`src/rtl/sfq_pkg.sv`:
```
// Shared types for the show-ahead FIFO.
// Assumes a single clock domain; nothing here holds state.
package sfq_pkg;

    // Accepted transfers for one cycle, after full/empty qualification.
    typedef struct packed {
        logic push;
        logic pop;
    } xfer_t;

endpackage

```
`src/rtl/sfq_ram.sv`:
```
// Simple dual-port storage with a registered read port.
// Does: writes wdata at waddr on a rising edge when we is high, and
// registers the word at raddr so that it appears after that edge.
// Assumes: read-before-write on an address collision (the caller
// forwards the new word itself); contents are not reset.
module sfq_ram #(
    parameter int DATA_W = 8,
    parameter int ADDR_W = 4
) (
    input  logic              clk,
    input  logic              we,
    input  logic [ADDR_W-1:0] waddr,
    input  logic [DATA_W-1:0] wdata,
    input  logic [ADDR_W-1:0] raddr,
    output logic [DATA_W-1:0] rdata
);
    localparam int DEPTH = 1 << ADDR_W;

    logic [DATA_W-1:0] mem [DEPTH];

    // Write port.
    always_ff @(posedge clk) begin
        if (we) begin
            mem[waddr] <= wdata;
        end
    end

    // Clocked read port.
    always_ff @(posedge clk) begin
        rdata <= mem[raddr];
    end

endmodule

```
`src/rtl/sfq_ctrl.sv`:
```
// Queue control: read position and occupancy counters.
// Does: qualifies the push/pop requests, derives the write location as
// read position plus occupancy, and offers the next read position so the
// memory can be addressed one cycle early.
// Assumes: full means occupancy equal to DEPTH-1; synchronous active-low reset.
module sfq_ctrl
    import sfq_pkg::*;
#(
    parameter int ADDR_W = 4
) (
    input  logic              clk,
    input  logic              rst_n,
    input  logic              push_req,
    input  logic              pop_req,
    output xfer_t             go,
    output logic [ADDR_W-1:0] rd_ptr,
    output logic [ADDR_W-1:0] count,
    output logic [ADDR_W-1:0] nxt_rd_ptr,
    output logic [ADDR_W-1:0] wr_addr
);
    localparam logic [ADDR_W-1:0] FULL_LVL = {ADDR_W{1'b1}};

    logic [ADDR_W-1:0] nxt_count;

    // Request qualification: pop needs data, push needs room or a pop.
    always_comb begin
        go.pop  = rst_n && pop_req && (count != '0);
        go.push = rst_n && push_req && ((count != FULL_LVL) || pop_req);
    end

    // Write location and next-state counters.
    always_comb begin
        wr_addr    = rd_ptr + count;
        nxt_rd_ptr = rst_n ? (rd_ptr + ADDR_W'(go.pop)) : '0;
        case ({go.push, go.pop})
            2'b10:   nxt_count = count + 1'b1;
            2'b01:   nxt_count = count - 1'b1;
            default: nxt_count = count;
        endcase
    end

    // Counter registers.
    always_ff @(posedge clk) begin
        if (!rst_n) begin
            rd_ptr <= '0;
            count  <= '0;
        end else begin
            rd_ptr <= nxt_rd_ptr;
            count  <= nxt_count;
        end
    end

endmodule

```
`src/rtl/sfq_head.sv`:
```
// Head-of-queue output stage.
// Does: selects between the registered memory word and a forwarded copy
// of a byte written to the location being read at the same edge, and
// forces zero while empty.
// Assumes: the memory was addressed with the next read position, so its
// output belongs to the current read position.
module sfq_head #(
    parameter int DATA_W = 8,
    parameter int ADDR_W = 4
) (
    input  logic              clk,
    input  logic              rst_n,
    input  logic              push_ok,
    input  logic [ADDR_W-1:0] wr_addr,
    input  logic [ADDR_W-1:0] nxt_rd_ptr,
    input  logic [DATA_W-1:0] din,
    input  logic [DATA_W-1:0] ram_q,
    input  logic              empty,
    output logic [DATA_W-1:0] dout
);
    logic              byp_valid;
    logic [DATA_W-1:0] byp_data;

    // Forwarding flag: a write hits the address read at this edge.
    always_ff @(posedge clk) begin
        if (!rst_n) begin
            byp_valid <= 1'b0;
        end else begin
            byp_valid <= push_ok && (wr_addr == nxt_rd_ptr);
        end
    end

    // Forwarded byte capture.
    always_ff @(posedge clk) begin
        byp_data <= din;
    end

    // Output select with zero fill when empty.
    always_comb begin
        if (empty) begin
            dout = '0;
        end else if (byp_valid) begin
            dout = byp_data;
        end else begin
            dout = ram_q;
        end
    end

endmodule

```
`src/rtl/showahead_fifo.sv`:
```
// Top of the show-ahead FIFO.
// Does: single-clock queue with push/pop strobes, show-ahead head output
// zeroed when empty, and a status word {read position, occupancy}.
// Assumes: one clock, synchronous active-low reset, usable depth 2**ADDR_W-1.
module showahead_fifo
    import sfq_pkg::*;
#(
    parameter int DATA_W = 8,
    parameter int ADDR_W = 4
) (
    input  logic                clk,
    input  logic                rst_n,
    input  logic                push_i,
    input  logic [DATA_W-1:0]   din,
    input  logic                pop_i,
    output logic [DATA_W-1:0]   dout,
    output logic [2*ADDR_W-1:0] status
);
    xfer_t             go;
    logic [ADDR_W-1:0] rd_ptr;
    logic [ADDR_W-1:0] count;
    logic [ADDR_W-1:0] nxt_rd_ptr;
    logic [ADDR_W-1:0] wr_addr;
    logic [DATA_W-1:0] ram_q;

    sfq_ctrl #(.ADDR_W(ADDR_W)) u_ctrl (
        .clk        (clk),
        .rst_n      (rst_n),
        .push_req   (push_i),
        .pop_req    (pop_i),
        .go         (go),
        .rd_ptr     (rd_ptr),
        .count      (count),
        .nxt_rd_ptr (nxt_rd_ptr),
        .wr_addr    (wr_addr)
    );

    sfq_ram #(.DATA_W(DATA_W), .ADDR_W(ADDR_W)) u_ram (
        .clk   (clk),
        .we    (go.push),
        .waddr (wr_addr),
        .wdata (din),
        .raddr (nxt_rd_ptr),
        .rdata (ram_q)
    );

    sfq_head #(.DATA_W(DATA_W), .ADDR_W(ADDR_W)) u_head (
        .clk        (clk),
        .rst_n      (rst_n),
        .push_ok    (go.push),
        .wr_addr    (wr_addr),
        .nxt_rd_ptr (nxt_rd_ptr),
        .din        (din),
        .ram_q      (ram_q),
        .empty      (count == '0),
        .dout       (dout)
    );

    // Status word: read position above occupancy.
    assign status = {rd_ptr, count};

endmodule

```
`config.mk`:
```
export PLATFORM = sky130hd
export DESIGN_NAME = showahead_fifo
export DESIGN_NICKNAME = d
export VERILOG_FILES = /design/src/rtl/sfq_pkg.sv /design/src/rtl/sfq_ram.sv /design/src/rtl/sfq_ctrl.sv /design/src/rtl/sfq_head.sv /design/src/rtl/showahead_fifo.sv
export SDC_FILE = /design/constraint.sdc
export NUM_CORES = 1
export LEC_CHECK = 0
export ABC_AREA = 1
export BUFFER_PORTS_ARGS = -buffer_cell sky130_fd_sc_hd__buf_2
export CAP_MARGIN = 20
export CORE_MARGIN = 1
export CORE_UTILIZATION = 45
export DETAILED_ROUTE_END_ITERATION = 10
export PLACE_DENSITY = 0.69
export SETUP_SLACK_MARGIN = 0.3
export SYNTH_ARGS = -nofsm -noshare
export SYNTH_HDL_FRONTEND = slang
export SYNTH_SLANG_ARGS = --single-unit
export TNS_END_PERCENT = 1
```
`constraint.sdc`:
```
create_clock -name clk -period 2 [get_ports clk]
set_input_delay 0.4 -clock clk [delete_from_list [all_inputs] [get_ports clk]]
set_output_delay 0.4 -clock clk [all_outputs]
set_load 0.01 [all_outputs]
```
==> After elaboration in Yosys (flattened, before gate mapping) <==
Memory sizes are Yosys's and may differ from the RTL's. A register that Yosys moved wholly into a read port is not among the register bits.
Cells that the tools add are included.
{ "word_totals": {"reg_bits": 17, "wordCells": 28, "ramBits": 128, "mem_count": 1, "out_inout_bits": 16} }
{ "classes": {"addsub": 4, "reduce_logical": 9, "n_mux": 6, "eq_ne": 4} }
{ "mem_list": {"columns": ["memory", "depth", "word_bits", "read_ports", "rd_clocked_by_memory_dff", "write_ports", "line_no", "source"], "rows": [
  ["u_ram.mem", 16, 8, 1, 1, 1, "sfq_ram.sv:19", "logic [DATA_W-1:0] mem [DEPTH];"]
]} }
{ "op_table": {"columns": ["op", "n"], "rows": [
  ["$mux W8", 2],
  ["$pmux W4 S2", 1],
  ["$logic_and A1 B1 Y1", 5],
  ["$add A4 B1 Y4", 1],
  ["$add A4 B1 Y4 const B", 1],
  ["$add A4 B4 Y4", 1],
  ["$eq A4 B4 Y1", 1],
  ["$logic_not A4 Y1", 1],
  ["$mux W4", 1],
  ["$ne A4 B4 Y1 const B", 1],
  ["$reduce_bool A4 Y1", 1],
  ["$sub A4 B1 Y4 const B", 1],
  ["$eq A2 B1 Y1 const B", 1],
  ["$eq A2 B2 Y1 const B", 1],
  ["$mux W1", 2],
  ["$reduce_bool A2 Y1", 1],
  ["$logic_or A1 B1 Y1", 1]
]} }

==> Depth between registers and ports, before layout <==
{ "logic_depth": {"word_depth": 6, "ltp_mapped": 13, "mapped_depth_nobuf": 13} }

==> Cells and area by module <==
From an unflattened synthesis, not the netlist that was laid out.
{ "hier_totals": {"cells_unflattened": 694, "area_unflattened_um2": 6824.0} }
{ "by_module_without_submodules": {"columns": ["mod", "area_each_um2", "seq_area_each_um2", "n_inst", "cells_per_inst"], "rows": [
  ["sfq_ram", 5766.8, 4003.8, 1, 551],
  ["sfq_ctrl", 589.3, 160.2, 1, 79],
  ["sfq_head", 441.7, 180.2, 1, 57],
  ["showahead_fifo", 26.3, 0.0, 1, 7]
]} }

==> Worst setup path after synthesis <==
No wires, ideal clock.
{ "synth_path": {"kind": "register -> register", "startpoint": "reg u_ctrl.count[0]", "endpoint": "mem u_ram.mem[0][0], enable pin", "synth_period_minus_slack_ns": 2.190, "path_buffers": 0, "setup_slack_ns": -0.190, "t_required_ns": 1.630, "arrival_time_ns": 1.820, "setup_ns": 0.370, "path_stages_with_launch": 6, "cell_sequence": "dfxtp_1 ha_1 fa_1 xnor2_1 nand2_1 nor2_1"} }
{ "synth_via": {"elab_chain_len": 5, "word_cells_on_any_way": 6} }
{ "synth_lines": {"columns": ["item", "line_no", "source"], "rows": [
  ["start: declaration", "sfq_ctrl.sv:17", "output logic [ADDR_W-1:0] count,"],
  ["start signal: assignment", "sfq_ctrl.sv:49", "count <= nxt_count;"],
  ["$ne A4 B4 Y1", "sfq_ctrl.sv:28", "go.push = rst_n && push_req && ((count != FULL_LVL) || pop_req);"],
  ["$logic_or A1 B1 Y1", "sfq_ctrl.sv:28", null],
  ["$logic_and A1 B1 Y1", "sfq_ctrl.sv:28", null],
  ["$mux W1", "sfq_ram.sv:23", "if (we) begin"],
  ["$mux W1 (implied by the code)", "sfq_ram.sv:24", "mem[waddr] <= wdata;"],
  ["end: declaration", "sfq_ram.sv:19", null]
]} }
Several ways; a longest one is shown, not always the timed one.

==> Final worst setup path <==
{ "layout_path": {"startpoint": "reg u_ctrl.count[0]", "endpoint": "reg u_ram.rdata[7], read port of u_ram.mem"} }
{ "layout_via": {"elab_chain_len": 4} }
{ "layout_lines": {"columns": ["item", "line_no", "source"], "rows": [
  ["$reduce_bool A4 Y1", "sfq_ctrl.sv:27", "go.pop = rst_n && pop_req && (count != '0);"],
  ["$logic_and A1 B1 Y1", "sfq_ctrl.sv:27", null],
  ["$add A4 B1 Y4", "sfq_ctrl.sv:34", "nxt_rd_ptr = rst_n ? (rd_ptr + ADDR_W'(go.pop)) : '0;"],
  ["$mux W4", "sfq_ctrl.sv:34", null],
  ["end: declaration", "sfq_ram.sv:15", "output logic [DATA_W-1:0] rdata"]
]} }
No other way between the ends.
A chain may end at the register's enable or synchronous reset.

==> results.md <==
* Status: finished with violations
* Failing checks: setup timing
* Critical Path RT at 2370 ps
* Net switching power at 0.00197 W
* Post-route DRC at 0
* Int Pwr at 0.00572 W
* Area delta synth->final at 25.6%
* Reg2Reg Depth at 13
* Path type of the worst setup path: reg2reg
* Antenna violations before repair at 0
* Vias at 4784
* Drt initial violations at 488
* Commonest non-fill, non-tap cell in the layout: nand2_1
* Placed cell areas at 7380 µm²
* Global-route wire length before repair at 24.7 mm
* Final GP Congestion at 0.863
* Clock skew at 8.14 ps
* Final Hold Fails at 0
* Sequential fraction of the synthesis area at 0.656
* CP Launch Type: flop
* Flops & latches, synth at 153
* Syn nets at 656
* Logic gate share of total power at 0.160
* Hold slack final at 315 ps
* Crit-path max FO at 7
* Final Cycle Share at 1.06
* Total grt overflow at 0
* Worst IR drop on VDD at 651 µV
* Switch share at 0.257
* IO Count at 28
* Drt first pass iters at 7
* Synth Instances at 635
* Die span in y at 123 µm
* Worst Tran Pin Value at 467 ps
* Fin nets at 725
* CTS clk-pin slew, worst paths at 60 ps
* Hold bufs inserted after CTS at 0
* Die Wd at 123 µm
* Final Max Tran Viols at 0
* Total Routing Usage GR at 0.230
* Mapped Area at 6620 µm²
* Setup-failing EPs final at 25
* Fin crit period at 2120 ps
* Clock network power share at 0.370
* Power Density at 925 nW/µm²
* CTS H-tree lvls at 4
* Core area at 14100 µm²
* Design Area, Final at 8320 µm²
* CTS tree: yes
* Leak at 3.51 nW
* Via density at 5.35
* Die area at 15200 µm²
* Slew headroom at 0.689
* Layout cell share with drive strength beyond 1 at 0.253
* Synth warnings at 0
* Most frequent cells in the layout: nand2_1 (130), edfxtp_1 (128), inv_1 (88)
* Post-Layout Cell Count at 895
* Synth Area per Inst at 10.4 µm²
* Clk buf depth at 2
* Post-route setup slack at -123 ps
* Wire per inst at 18.3 µm
* Clock sinks at 153
* IO buf count at 27
* Placed cell count at 848
* Crit. End Element: flop
* Maxcap violations at 0
* Hold Crit Class: in2reg
* Rows at 43
* Unrepaired setup endpoints after global routing: yes
* Cts bufs inserted at 17
* Total wire length at 16.4 mm
* Starting Density at 0.470
* Largest net degree at the start of global routing at 53
* Flop pwr share at 0.470
* Netlist cell types at 31
* Max Fclk at 471 MHz
* CTS root buffer: clkbuf_16
* Post-DRT Antenna Nets at 0
* Hpwl dp at 9.83 mm
* Setup TNS Final at -1170 ps
* Antenna fix cells at 0
* Worst hold stages at 1
* WP data arrival at 2490 ps
* Vias in the first global route at 4550
* Worst-Skew Late Latency at 430 ps
state kept, by name, indices dropped and copies added, names as in the netlist:
register	cells
u_head.byp_data	8
u_ctrl.count	4
u_head.byp_valid	1
u_ram.rdata	8
u_ram.mem	128
u_ctrl.rd_ptr	4
layer usage:
metal / track usage / vias to the layer above / part of all wire
li1: - / 2239 / -
met4: 0.129 / 0 / 0.038
met1: 0.289 / 2277 / 0.41
met5: 0 / - / 0
met2: 0.360 / 223 / 0.47
met3: 0.0613 / 45 / 0.077
area by class of cell:
| cell class | count | area, µm² |
|---|---|---|
| flip-flops and latches | 153 | 4360 |
| repair buffers | 74 | 706 |
| fillers | 1080 | 5780 |
| inverters | 97 | 373 |
| clock inverters | 12 | 86.3 |
| multi-input cells | 361 | 2140 |
| clock buffers | 18 | 429 |
| well taps | 180 | 225 |
worst max-delay path: stages, from the launching register on:
cell	delay, ps
dfxtp_4	360
inv_4	70
nand3_4	80
nor2_4	130
nor2_2	50
ha_2	190
ha_4	300
nand2_8	130
buf_12	190
nor2_1	100
o21ai_0	110
nand3_1	130
nand3_1	120
nand2_1	100
cell usage after synthesis (all sizes together):
cell / number / area share
nand3: 79 / 0.061
nor3: 1 / 0.00076
ha: 8 / 0.015
dfxtp: 25 / 0.076
xnor2: 4 / 0.0053
nor2: 76 / 0.044
clkbuf: 4 / 0.0025
xor2: 1 / 0.0013
o211ai: 17 / 0.019
edfxtp: 128 / 0.58
a21oi: 5 / 0.0038
or2: 2 / 0.0019
inv: 96 / 0.054
mux2: 8 / 0.014
nand4: 3 / 0.0028
fa: 1 / 0.0030
clkinv: 1 / 0.00057
o21ai: 12 / 0.0091
nand2: 143 / 0.083
buf: 20 / 0.021
nand3b: 1 / 0.0011
metrics by stage:
stage | util | worst slack, ps | total power [W]
after CTS | 0.584 | -45.6 | 0.00764
final | 0.590 | -123 | 0.00769
after global placement | 0.523 | -125 | 0.00467
after global routing | 0.590 | -166 | 0.00796
after floorplan | - | 115 | 0.00432
after detailed placement | 0.523 | -166 | 0.00469
cell families after synthesis:
kind of cell	Yosys count	synth area share
and+or+nand+nor	305	0.195
DFF	153	0.656
buffers and inverters	121	0.0786
AOI/OAI and AO/OA	34	0.0321
adders and majority gates	9	0.0181
muxes	8	0.0136
xor gates and xnor gates	5	0.00661
what timing repair did:
| action | in CTS | in global routing |
|---|---|---|
| setup buffers | 10 | 2 |
| endpoints found under the setup margin | 150 | 152 |
| cloned | 4 | 1 |
| endpoints found under the hold margin | 0 | 0 |
| pin swaps | 45 | 19 |
| gates resized for setup | 33 | 14 |
power by group through the flow:
stage / clock [W] / sequential (W) / combinational (W)
after detailed placement: 0 / 0.00368 / 0.00102
after global routing: 0.00301 / 0.00362 / 0.00133
final: 0.00285 / 0.00361 / 0.00123
after floorplan: 0 / 0.00367 / 0.000659
after CTS: 0.00287 / 0.00361 / 0.00116
after global placement: 0 / 0.00367 / 0.000996
path summary, 6_finish.rpt:
path                                           end  slack [ps]             from
worst max-delay path                u_ram.rdata[7]        -120  u_ctrl.count[0]
worst min-delay path            u_head.byp_data[6]         320           din[6]
worst max register to register      u_ram.rdata[7]        -120  u_ctrl.count[0]
worst min register to register      u_ram.rdata[2]         640  u_ram.mem[3][2]
Power figures use the tool's default switching activity.
